===== config.mk =====
export PLATFORM = sky130hd
export DESIGN_NAME = ind_reg_bridge
export DESIGN_NICKNAME = d
export VERILOG_FILES = /design/src/rtl/bridge_pkg.sv /design/src/rtl/brg_decode.sv /design/src/rtl/brg_seq.sv /design/src/rtl/brg_cmd_reg.sv /design/src/rtl/ind_reg_bridge.sv
export SDC_FILE = /design/constraint.sdc
export NUM_CORES = 1
export LEC_CHECK = 0
export BUFFER_PORTS_ARGS = -buffer_cell sky130_fd_sc_hd__buf_2
export CAP_MARGIN = 40
export CORE_AREA = 4 4 85 95
export CTS_BUF_LIST = sky130_fd_sc_hd__clkbuf_8
export DETAILED_ROUTE_END_ITERATION = 6
export DIE_AREA = 0 0 89 99
export GPL_ROUTABILITY_DRIVEN = 0
export PLACE_DENSITY = 0.83
export SETUP_SLACK_MARGIN = 0.15
export SLEW_MARGIN = 20
export SYNTH_ARGS = -nofsm -noshare
export SYNTH_HDL_FRONTEND = slang
export SYNTH_SLANG_ARGS = --single-unit

===== constraint.sdc =====
create_clock -name clk -period 3.93 [get_ports clk]
set_clock_uncertainty 0.15 [all_clocks]
set_input_delay 0.393 -clock clk [delete_from_list [all_inputs] [get_ports clk]]
set_output_delay 0.393 -clock clk [all_outputs]
set_load 0.01 [all_outputs]

===== src/rtl/bridge_pkg.sv =====
package bridge_pkg;

  localparam int WORD_W  = 64;
  localparam int BYTE_W  = 8;
  localparam int BUSY_B  = 63;
  localparam int READ_B  = 56;
  localparam int OP_HI   = 60;
  localparam int OP_LO   = 57;
  localparam int EXT_HI  = 34;
  localparam int EXT_LO  = 32;
  localparam int OP_W    = OP_HI - OP_LO + 1;
  localparam int EXT_W   = EXT_HI - EXT_LO + 1;

  localparam logic [OP_W-1:0]  OPC_CLKHI = 4'd4;
  localparam logic [OP_W-1:0]  OPC_EXT   = 4'd6;
  localparam logic [EXT_W-1:0] EXT_DATA  = 3'd1;
  localparam logic [EXT_W-1:0] EXT_CTL   = 3'd2;
  localparam logic [EXT_W-1:0] EXT_CKST  = 3'd3;
  localparam logic [EXT_W-1:0] EXT_RST   = 3'd7;

  typedef enum logic [2:0] {
    TGT_NONE   = 3'd0,
    TGT_DATA   = 3'd1,
    TGT_CTL    = 3'd2,
    TGT_CLKCTL = 3'd3,
    TGT_STAT   = 3'd4,
    TGT_CLKHI  = 3'd5,
    TGT_RESET  = 3'd6
  } tgt_e;

endpackage


===== src/rtl/brg_decode.sv =====
module brg_decode
  import bridge_pkg::*;
(
  input  logic [WORD_W-1:0] cmd,
  output tgt_e              tgt,
  output logic              known,
  output logic              is_read
);

  logic [OP_W-1:0]  opc;
  logic [EXT_W-1:0] ext;

  assign opc     = cmd[OP_HI:OP_LO];
  assign ext     = cmd[EXT_HI:EXT_LO];
  assign is_read = cmd[READ_B];

  always_comb begin
    tgt = TGT_NONE;
    if (opc == OPC_CLKHI) begin
      tgt = TGT_CLKHI;
    end else if (opc == OPC_EXT) begin
      case (ext)
        EXT_DATA: tgt = TGT_DATA;
        EXT_CTL:  tgt = TGT_CTL;
        EXT_CKST: tgt = is_read ? TGT_STAT : TGT_CLKCTL;
        EXT_RST:  tgt = is_read ? TGT_NONE : TGT_RESET;
        default:  tgt = TGT_NONE;
      endcase
    end
  end

  assign known = (tgt != TGT_NONE);

endmodule


===== src/rtl/brg_seq.sv =====
module brg_seq
  import bridge_pkg::*;
#(
  parameter int ACCESS_LAT = 4
) (
  input  logic clk,
  input  logic rst_n,
  input  logic start,
  input  logic start_known,
  input  logic start_read,
  input  tgt_e start_tgt,
  output logic done,
  output logic done_known,
  output logic done_read,
  output logic [2:0] bus_sel,
  output logic bus_wr,
  output logic bus_rd
);

  localparam int CNT_W = (ACCESS_LAT < 2) ? 1 : $clog2(ACCESS_LAT);
  localparam logic [CNT_W-1:0] CNT_LOAD = CNT_W'(ACCESS_LAT - 1);

  logic             busy_q, busy_d;
  logic [CNT_W-1:0] cnt_q, cnt_d;
  logic             known_q, known_d;
  logic             read_q, read_d;
  tgt_e             tgt_q, tgt_d;

  assign done       = busy_q && (cnt_q == '0);
  assign done_known = known_q;
  assign done_read  = read_q;
  assign bus_wr     = done && known_q && !read_q;
  assign bus_rd     = done && known_q && read_q;
  assign bus_sel    = (busy_q && known_q) ? tgt_q : TGT_NONE;

  always_comb begin
    busy_d  = busy_q;
    cnt_d   = cnt_q;
    known_d = known_q;
    read_d  = read_q;
    tgt_d   = tgt_q;
    if (busy_q) begin
      if (done) begin
        busy_d = 1'b0;
      end else begin
        cnt_d = cnt_q - 1'b1;
      end
    end else if (start) begin
      busy_d  = 1'b1;
      cnt_d   = start_known ? CNT_LOAD : '0;
      known_d = start_known;
      read_d  = start_read;
      tgt_d   = start_tgt;
    end
  end

  always_ff @(posedge clk or negedge rst_n) begin
    if (!rst_n) begin
      busy_q  <= 1'b0;
      cnt_q   <= '0;
      known_q <= 1'b0;
      read_q  <= 1'b0;
      tgt_q   <= TGT_NONE;
    end else begin
      busy_q  <= busy_d;
      cnt_q   <= cnt_d;
      known_q <= known_d;
      read_q  <= read_d;
      tgt_q   <= tgt_d;
    end
  end


  strobe_single_chk: assert property (@(posedge clk) disable iff (!rst_n)
    (bus_wr || bus_rd) |=> !(bus_wr || bus_rd));


  strobe_excl_chk: assert property (@(posedge clk) disable iff (!rst_n)
    !(bus_wr && bus_rd));

endmodule


===== src/rtl/brg_cmd_reg.sv =====
module brg_cmd_reg
  import bridge_pkg::*;
(
  input  logic              clk,
  input  logic              rst_n,
  input  logic              accept,
  input  logic [WORD_W-1:0] wdata,
  input  logic              done,
  input  logic              done_known,
  input  logic              done_read,
  input  logic [BYTE_W-1:0] rbyte,
  output logic [WORD_W-1:0] word
);

  logic [WORD_W-1:0] word_q, word_d;
  logic              load_en;

  assign load_en = accept || done;

  always_comb begin
    word_d = word_q;
    if (accept) begin
      word_d = wdata;
    end else if (done) begin
      word_d[BUSY_B] = 1'b0;
      if (done_read) begin
        word_d[BYTE_W-1:0] = done_known ? rbyte : '0;
      end
    end
  end

  always_ff @(posedge clk or negedge rst_n) begin
    if (!rst_n) begin
      word_q <= '0;
    end else if (load_en) begin
      word_q <= word_d;
    end
  end

  assign word = word_q;


  wr_byte_hold_chk: assert property (@(posedge clk) disable iff (!rst_n)
    ($fell(word_q[BUSY_B]) && !word_q[READ_B]) |-> $stable(word_q[BYTE_W-1:0]));


  upper_hold_chk: assert property (@(posedge clk) disable iff (!rst_n)
    $fell(word_q[BUSY_B]) |-> $stable(word_q[BUSY_B-1:BYTE_W]));

endmodule


===== src/rtl/ind_reg_bridge.sv =====
module ind_reg_bridge
  import bridge_pkg::*;
#(
  parameter int ACCESS_LAT = 4
) (
  input  logic        clk,
  input  logic        rst_n,
  input  logic        host_we,
  input  logic [63:0] host_wdata,
  output logic [63:0] host_rdata,
  output logic [2:0]  bus_sel,
  output logic        bus_wr,
  output logic        bus_rd,
  output logic [7:0]  bus_wdata,
  input  logic [7:0]  bus_rdata
);

  logic [WORD_W-1:0] word;
  logic              accept;
  tgt_e              dec_tgt;
  logic              dec_known;
  logic              dec_read;
  logic              done;
  logic              done_known;
  logic              done_read;

  assign accept = host_we && host_wdata[BUSY_B] && !word[BUSY_B];

  brg_decode u_dec (
    .cmd     (host_wdata),
    .tgt     (dec_tgt),
    .known   (dec_known),
    .is_read (dec_read)
  );

  brg_seq #(.ACCESS_LAT(ACCESS_LAT)) u_seq (
    .clk         (clk),
    .rst_n       (rst_n),
    .start       (accept),
    .start_known (dec_known),
    .start_read  (dec_read),
    .start_tgt   (dec_tgt),
    .done        (done),
    .done_known  (done_known),
    .done_read   (done_read),
    .bus_sel     (bus_sel),
    .bus_wr      (bus_wr),
    .bus_rd      (bus_rd)
  );

  brg_cmd_reg u_cmd (
    .clk        (clk),
    .rst_n      (rst_n),
    .accept     (accept),
    .wdata      (host_wdata),
    .done       (done),
    .done_known (done_known),
    .done_read  (done_read),
    .rbyte      (bus_rdata),
    .word       (word)
  );

  assign host_rdata = word;
  assign bus_wdata  = word[BYTE_W-1:0];


  strobe_in_busy_chk: assert property (@(posedge clk) disable iff (!rst_n)
    (bus_wr || bus_rd) |=> !host_rdata[BUSY_B]);


  busy_ignore_chk: assert property (@(posedge clk) disable iff (!rst_n)
    (host_rdata[BUSY_B] && host_we) |=> $stable(host_rdata[BUSY_B-1:BYTE_W]));


  rise_from_host_chk: assert property (@(posedge clk) disable iff (!rst_n)
    $rose(host_rdata[BUSY_B]) |-> $past(host_we));


  unknown_fast_chk: assert property (@(posedge clk) disable iff (!rst_n)
    ($rose(host_rdata[BUSY_B]) && !$past(dec_known)) |=> !host_rdata[BUSY_B]);

endmodule


### Word-level counts from Yosys, hierarchy flattened

Index checks and enable logic that the tools add are counted.

| storage, ports and cells | value |
|---|---|
| register bits after elaboration | 72 |
| input bits | 75 |
| output and inout bits | 77 |
| word-level logic and storage cells | 56 |

| operators by class | value |
|---|---|
| add/subtract/negate cells | 1 |
| equality and inequality tests | 7 |
| multiplexer cells | 19 |
| bitwise logic cells | 1 |
| reductions and logical operators | 20 |

Operator list:

| cell | number |
|---|---|
| 2-to-1 mux 8 bit | 4 |
| 2-to-1 mux 3 bit | 5 |
| case mux 3 bit (4 select lines) | 1 |
| == test 4 x 3 -> 1 bit (second input constant) | 2 |
| 2-to-1 mux 2 bit | 4 |
| AND reduction 2 bit | 4 |
| logical AND 1 bit | 7 |
| == test 3 x 2 -> 1 bit (second input constant) | 2 |
| nonzero test 2 bit | 3 |
| 2-to-1 mux 1 bit | 5 |
| == test 3 x 1 -> 1 bit (second input constant) | 1 |
| == test 3 bit (second input constant) | 1 |
| AND reduction 3 bit | 1 |
| nonzero test 3 bit | 1 |
| logical NOT 1 bit | 2 |
| logical NOT 2 bit | 1 |
| != test 2 bit (second input constant) | 1 |
| subtractor 2 x 1 -> 2 bit (second input constant) | 1 |
| logical OR 1 bit | 1 |
| NOT 1 bit | 1 |

### Logic depth before layout (Yosys ltp)

| logic depth | value |
|---|---|
| depth after elaboration | 8 |
| gate-level depth with buffers | 5 |
| depth with buffers taken out | 5 |

### Cells and area by module

A second synthesis with hierarchy kept.

| unflattened totals | value |
|---|---|
| cells, all modules | 208 |
| area, all modules | 3019.1 sq um |

By module, submodules not included:

| module | times used | cells an instance | area an instance (sq um) | seq. area each (sq um) |
|---|---|---|---|---|
| brg_cmd_reg | 1 | 147 | 2431.1 | 1601.5 |
| brg_seq | 1 | 37 | 426.7 | 200.2 |
| brg_decode | 1 | 15 | 92.6 | 0.0 |
| ind_reg_bridge | 1 | 9 | 68.8 | 0.0 |

### Worst setup path after synthesis

Ideal clock, no wire load.

| path | value |
|---|---|
| path type | register to register |
| start point | reg u_seq.cnt_q[0] |
| end point | reg u_cmd.word_q[0], in the netlist u_cmd.word[0] |
| library setup time | 0.125 ns |
| data arrival time | 1.386 ns |
| data required time | 3.655 ns |
| setup slack | 2.270 ns |
| cell stages (with the launch flop) | 6 |
| buffers on the path | 0 |
| clock period less this slack | 1.660 ns |
| cell sequence | dfrtp_1 -> inv_1 -> ha_1 -> nand2_1 -> o21ai_2 -> mux2_2 |

| on the way | value |
|---|---|
| word-level cells in the longest chain between the ends | 4 |
| elaborated cells between the ends (all ways) | 5 |
| classes of those cells | reduce/logical: 5 |

RTL lines:

| element | line | text |
|---|---|---|
| start, declared | brg_seq.sv:24 | `logic [CNT_W-1:0] cnt_q, cnt_d;` |
| start signal, assigned | brg_seq.sv:66 | `cnt_q <= cnt_d;` |
| logical NOT 2 bit * | brg_seq.sv:29 | `assign done = busy_q && (cnt_q == '0);` |
| logical AND 1 bit * | brg_seq.sv:29 |  |
| nonzero test 2 bit (no line) or logical OR 1 bit (tied branches) | - |  |
| AND reduction 3 bit (no line) * | - |  |
| end signal, assigned | brg_cmd_reg.sv:36 | `word_q <= word_d;` |
| end, declared | brg_cmd_reg.sv:15 | `logic [WORD_W-1:0] word_q, word_d;` |

Mark *: on every way between the ends. The rest lies on a longest branch, timed or not.
A chain may end at the register's enable or synchronous reset.

### Worst setup path after layout

| path | value |
|---|---|
| start point | reg u_cmd.word_q[63], in the netlist u_cmd.word[63] |
| end point | reg u_cmd.word_q[5], in the netlist u_cmd.word[5] |

| on the way | value |
|---|---|
| word-level cells in the longest chain between the ends | 4 |
| elaborated cells between the ends (all ways) | 7 |
| classes of those cells | mux: 1; reduce/logical: 6 |

RTL lines:

| element | line | text |
|---|---|---|
| logical NOT 1 bit * | ind_reg_bridge.sv:27 | `assign accept = host_we && host_wdata[BUSY_B] && !word[BUSY_B];` |
| logical AND 1 bit * | ind_reg_bridge.sv:27 |  |
| nonzero test 2 bit (no line) or logical OR 1 bit (tied branches) | - |  |
| AND reduction 3 bit (no line) | - |  |

Marked as above.

==> metrics <==
outcome complete, no violations; Hold Slack 0.0895 ns; DRC viols 0; die area between 8000 and 9000 um^2; Leak 2.56 nW; crit path DAT about 2.2 ns; worst slew pin tran 0.479 ns; # Max-Cap Violations 0; clock sinks 72; Total GRT Usage 17.8%; # IOs ~150; Post-Synthesis Cells ~340; core outline area 7010 um^2; Worst Setup Slack post-DPL 1.74 ns; yosys warns 0; flop-to-flop setup slack 1.77 ns; Clock Path Buffers 2; PwrDens 378 nW/um^2; vias in the first global route 2,770; TritonCTS clock tree built; number of port buffers 151; Clock transition at path regs 0.08 ns; routed via count around 2,700; final hold vios 0; post-DP HPWL 5.63 mm; RSZ-0062 raised after global routing false; # nets final 558; worst skew pair latency 0.33 ns; Worst Setup End Kind register; Syn Std Cell Area around 3100 um^2; clock root buffer clkbuf_8; final wirelength between 7 and 8 mm; Core Util, Final between 50% and 60%; initial drt markers 55; CTS Buf Count 9; Mean Syn Cell Area 9.19 um^2; Initial Util 44.4%; Cell Rows 32; path type of the worst setup path reg2reg; relative slew slack 67.9%; sequential element share of the synthesized area 57.9%; Min-Delay Path Class in2reg; largest net degree at the start of global routing 47; Tcrit/Tclk final roughly 55%; htree depth 3; Vias/cell approximately 4.7; Placed Instances 555; PnR worst setup slack between 1.5 and 2 ns; flop and latch count out of synthesis between 70 and 80; VDD IR-drop max around 0.24 mV; Routed Antenna Nets 0; Crit Path Max Fanout 22; CP required 4.00 ns; FMAX 0.462 GHz; placed inst area around 3900 um^2; Synth cell types 31; layout cell share with drive strength beyond 1 38.4%; final slew viol count 0; first-pass GRT wire length 12.4 mm; Final setup violation count 0; initial antenna violation count 0; final non-filler cell total 572; die span in x 89 um; final worst path period need 2.16 ns; Initial DRT Pass Iterations 4; Diodes inserted 0; gr ovfl total 0; Area growth, synth to finish 32.3%; CP startpoint kind register; Synth Net Count 415; Setup TNS 0 ns; die height 99 um; drt wl/cell about 13 um; Final Total Pwr 1.56 mW; Fill cells 608; fin area approximately 4000 um^2
[where the power goes]
| part | switching, mW | leakage [nW] | internal [mW] | total [mW] |
|---|---|---|---|---|
| clock | 0.280 | 0.110 | 0.358 | 0.639 |
| sequential | 0.0146 | 0.963 | 0.767 | 0.781 |
| combinational | 0.0730 | 1.49 | 0.0653 | 0.138 |
| total | 0.368 | 2.56 | 1.19 | 1.56 |
[layout make-up]
type | count | area (um^2) | share of cell area [%]
clock inverters | 7 | 95.1 | 2.31
clock buffers | 9 | 124 | 3.01
inverters | 15 | 56.3 | 1.37
flip-flops and latches | 72 | 1800 | 43.7
well taps | 85 | 106 | 2.58
multi-input cells | 228 | 1120 | 27.2
repair buffers | 156 | 818 | 19.9
[registers in the layout, indices dropped and copies added (netlist names)]
signal            flops
u_seq.done_known      1
u_seq.done_read       1
u_seq.tgt_q           3
u_cmd.word           64
u_seq.cnt_q           2
u_seq.busy_q          1
[cell families after synthesis]
group | after synthesis | synth area share, %
adder cells (fa/ha/maj) | 1 | 0.402
flip-flops | 72 | 57.9
AO/OA/AOI/OAI | 16 | 4.50
XOR/XNOR | 1 | 0.281
buffers and inverters | 39 | 6.23
AND/OR/NAND/NOR | 193 | 24.9
multiplexers | 17 | 5.83
[cell usage in the layout, fill, tap and decap left out, types with 2 or more instances in the layout]
cell type,n
inv_1,15
a31oi_1,2
nor2_1,3
nand2_1,176
nand2b_1,2
dfrtp_1,72
clkbuf_8,9
o31ai_1,2
nor2b_1,2
and3_1,3
o21ai_0,5
mux2i_1,8
buf_4,4
bufinv_16,2
buf_2,150
clkinv_2,2
mux2_2,9
[synthesized netlist by cell type]
master,count,area share (%)
and3_1,3,0.60
a221oi_2,1,0.48
dfrtp_1,72,58
nand4bb_1,1,0.36
buf_2,8,1.3
a32oi_1,1,0.28
o21ai_0,5,0.80
xor2_1,1,0.28
buf_4,10,2.4
o21ai_2,1,0.28
or3b_4,1,0.36
inv_1,15,1.8
nand3b_1,1,0.24
mux2_2,9,3.3
nand2_1,176,21
nand3b_2,1,0.36
nand3_1,1,0.16
and3b_1,1,0.28
ha_1,1,0.40
nor2_1,3,0.36
mux2i_1,8,2.6
clkbuf_1,6,0.72
a2111oi_4,1,0.88
a31o_1,1,0.28
o21bai_1,1,0.24
a32o_2,1,0.36
o31ai_1,2,0.48
nand2b_1,2,0.40
nor3_1,1,0.16
a31oi_1,2,0.40
nor2b_1,2,0.40
[worst max-delay path: stages, from the launching register on]
cell and delay [ns]:
dfrtp_1 0.41, nand3b_2 0.51, buf_4 0.37, o21ai_2 0.20, mux2_2 0.39
[final timing paths]
kind                                   to  depth (start not counted)           start
max                         u_cmd.word[5]                          4  u_cmd.word[63]
min                        u_cmd.word[40]                          3  host_wdata[40]
max reg2reg                 u_cmd.word[5]                          4  u_cmd.word[63]
min reg2reg                u_cmd.word[11]                          2  u_cmd.word[11]
max in group asynchronous  u_cmd.word[53]                          3           rst_n
min in group asynchronous  u_seq.tgt_q[1]                          2           rst_n
[timing repair]
item                                    CTS  global route
resized for setup                         0             0
hold buffers                              1             0
buffers inserted                          0             0
endpoints found under the hold margin    26             0
endpoints found under the setup margin    0             0
[per-layer routing]
| metal | GRT usage (%) | share of wire (%) |
|---|---|---|
| met4 | 6.41 | 1.5 |
| met3 | 4.10 | 8.7 |
| met5 | 0 | 0 |
| met1 | 20.7 | 39 |
| met2 | 31.3 | 50 |
Note: power is estimated with default switching activity, not from simulation.
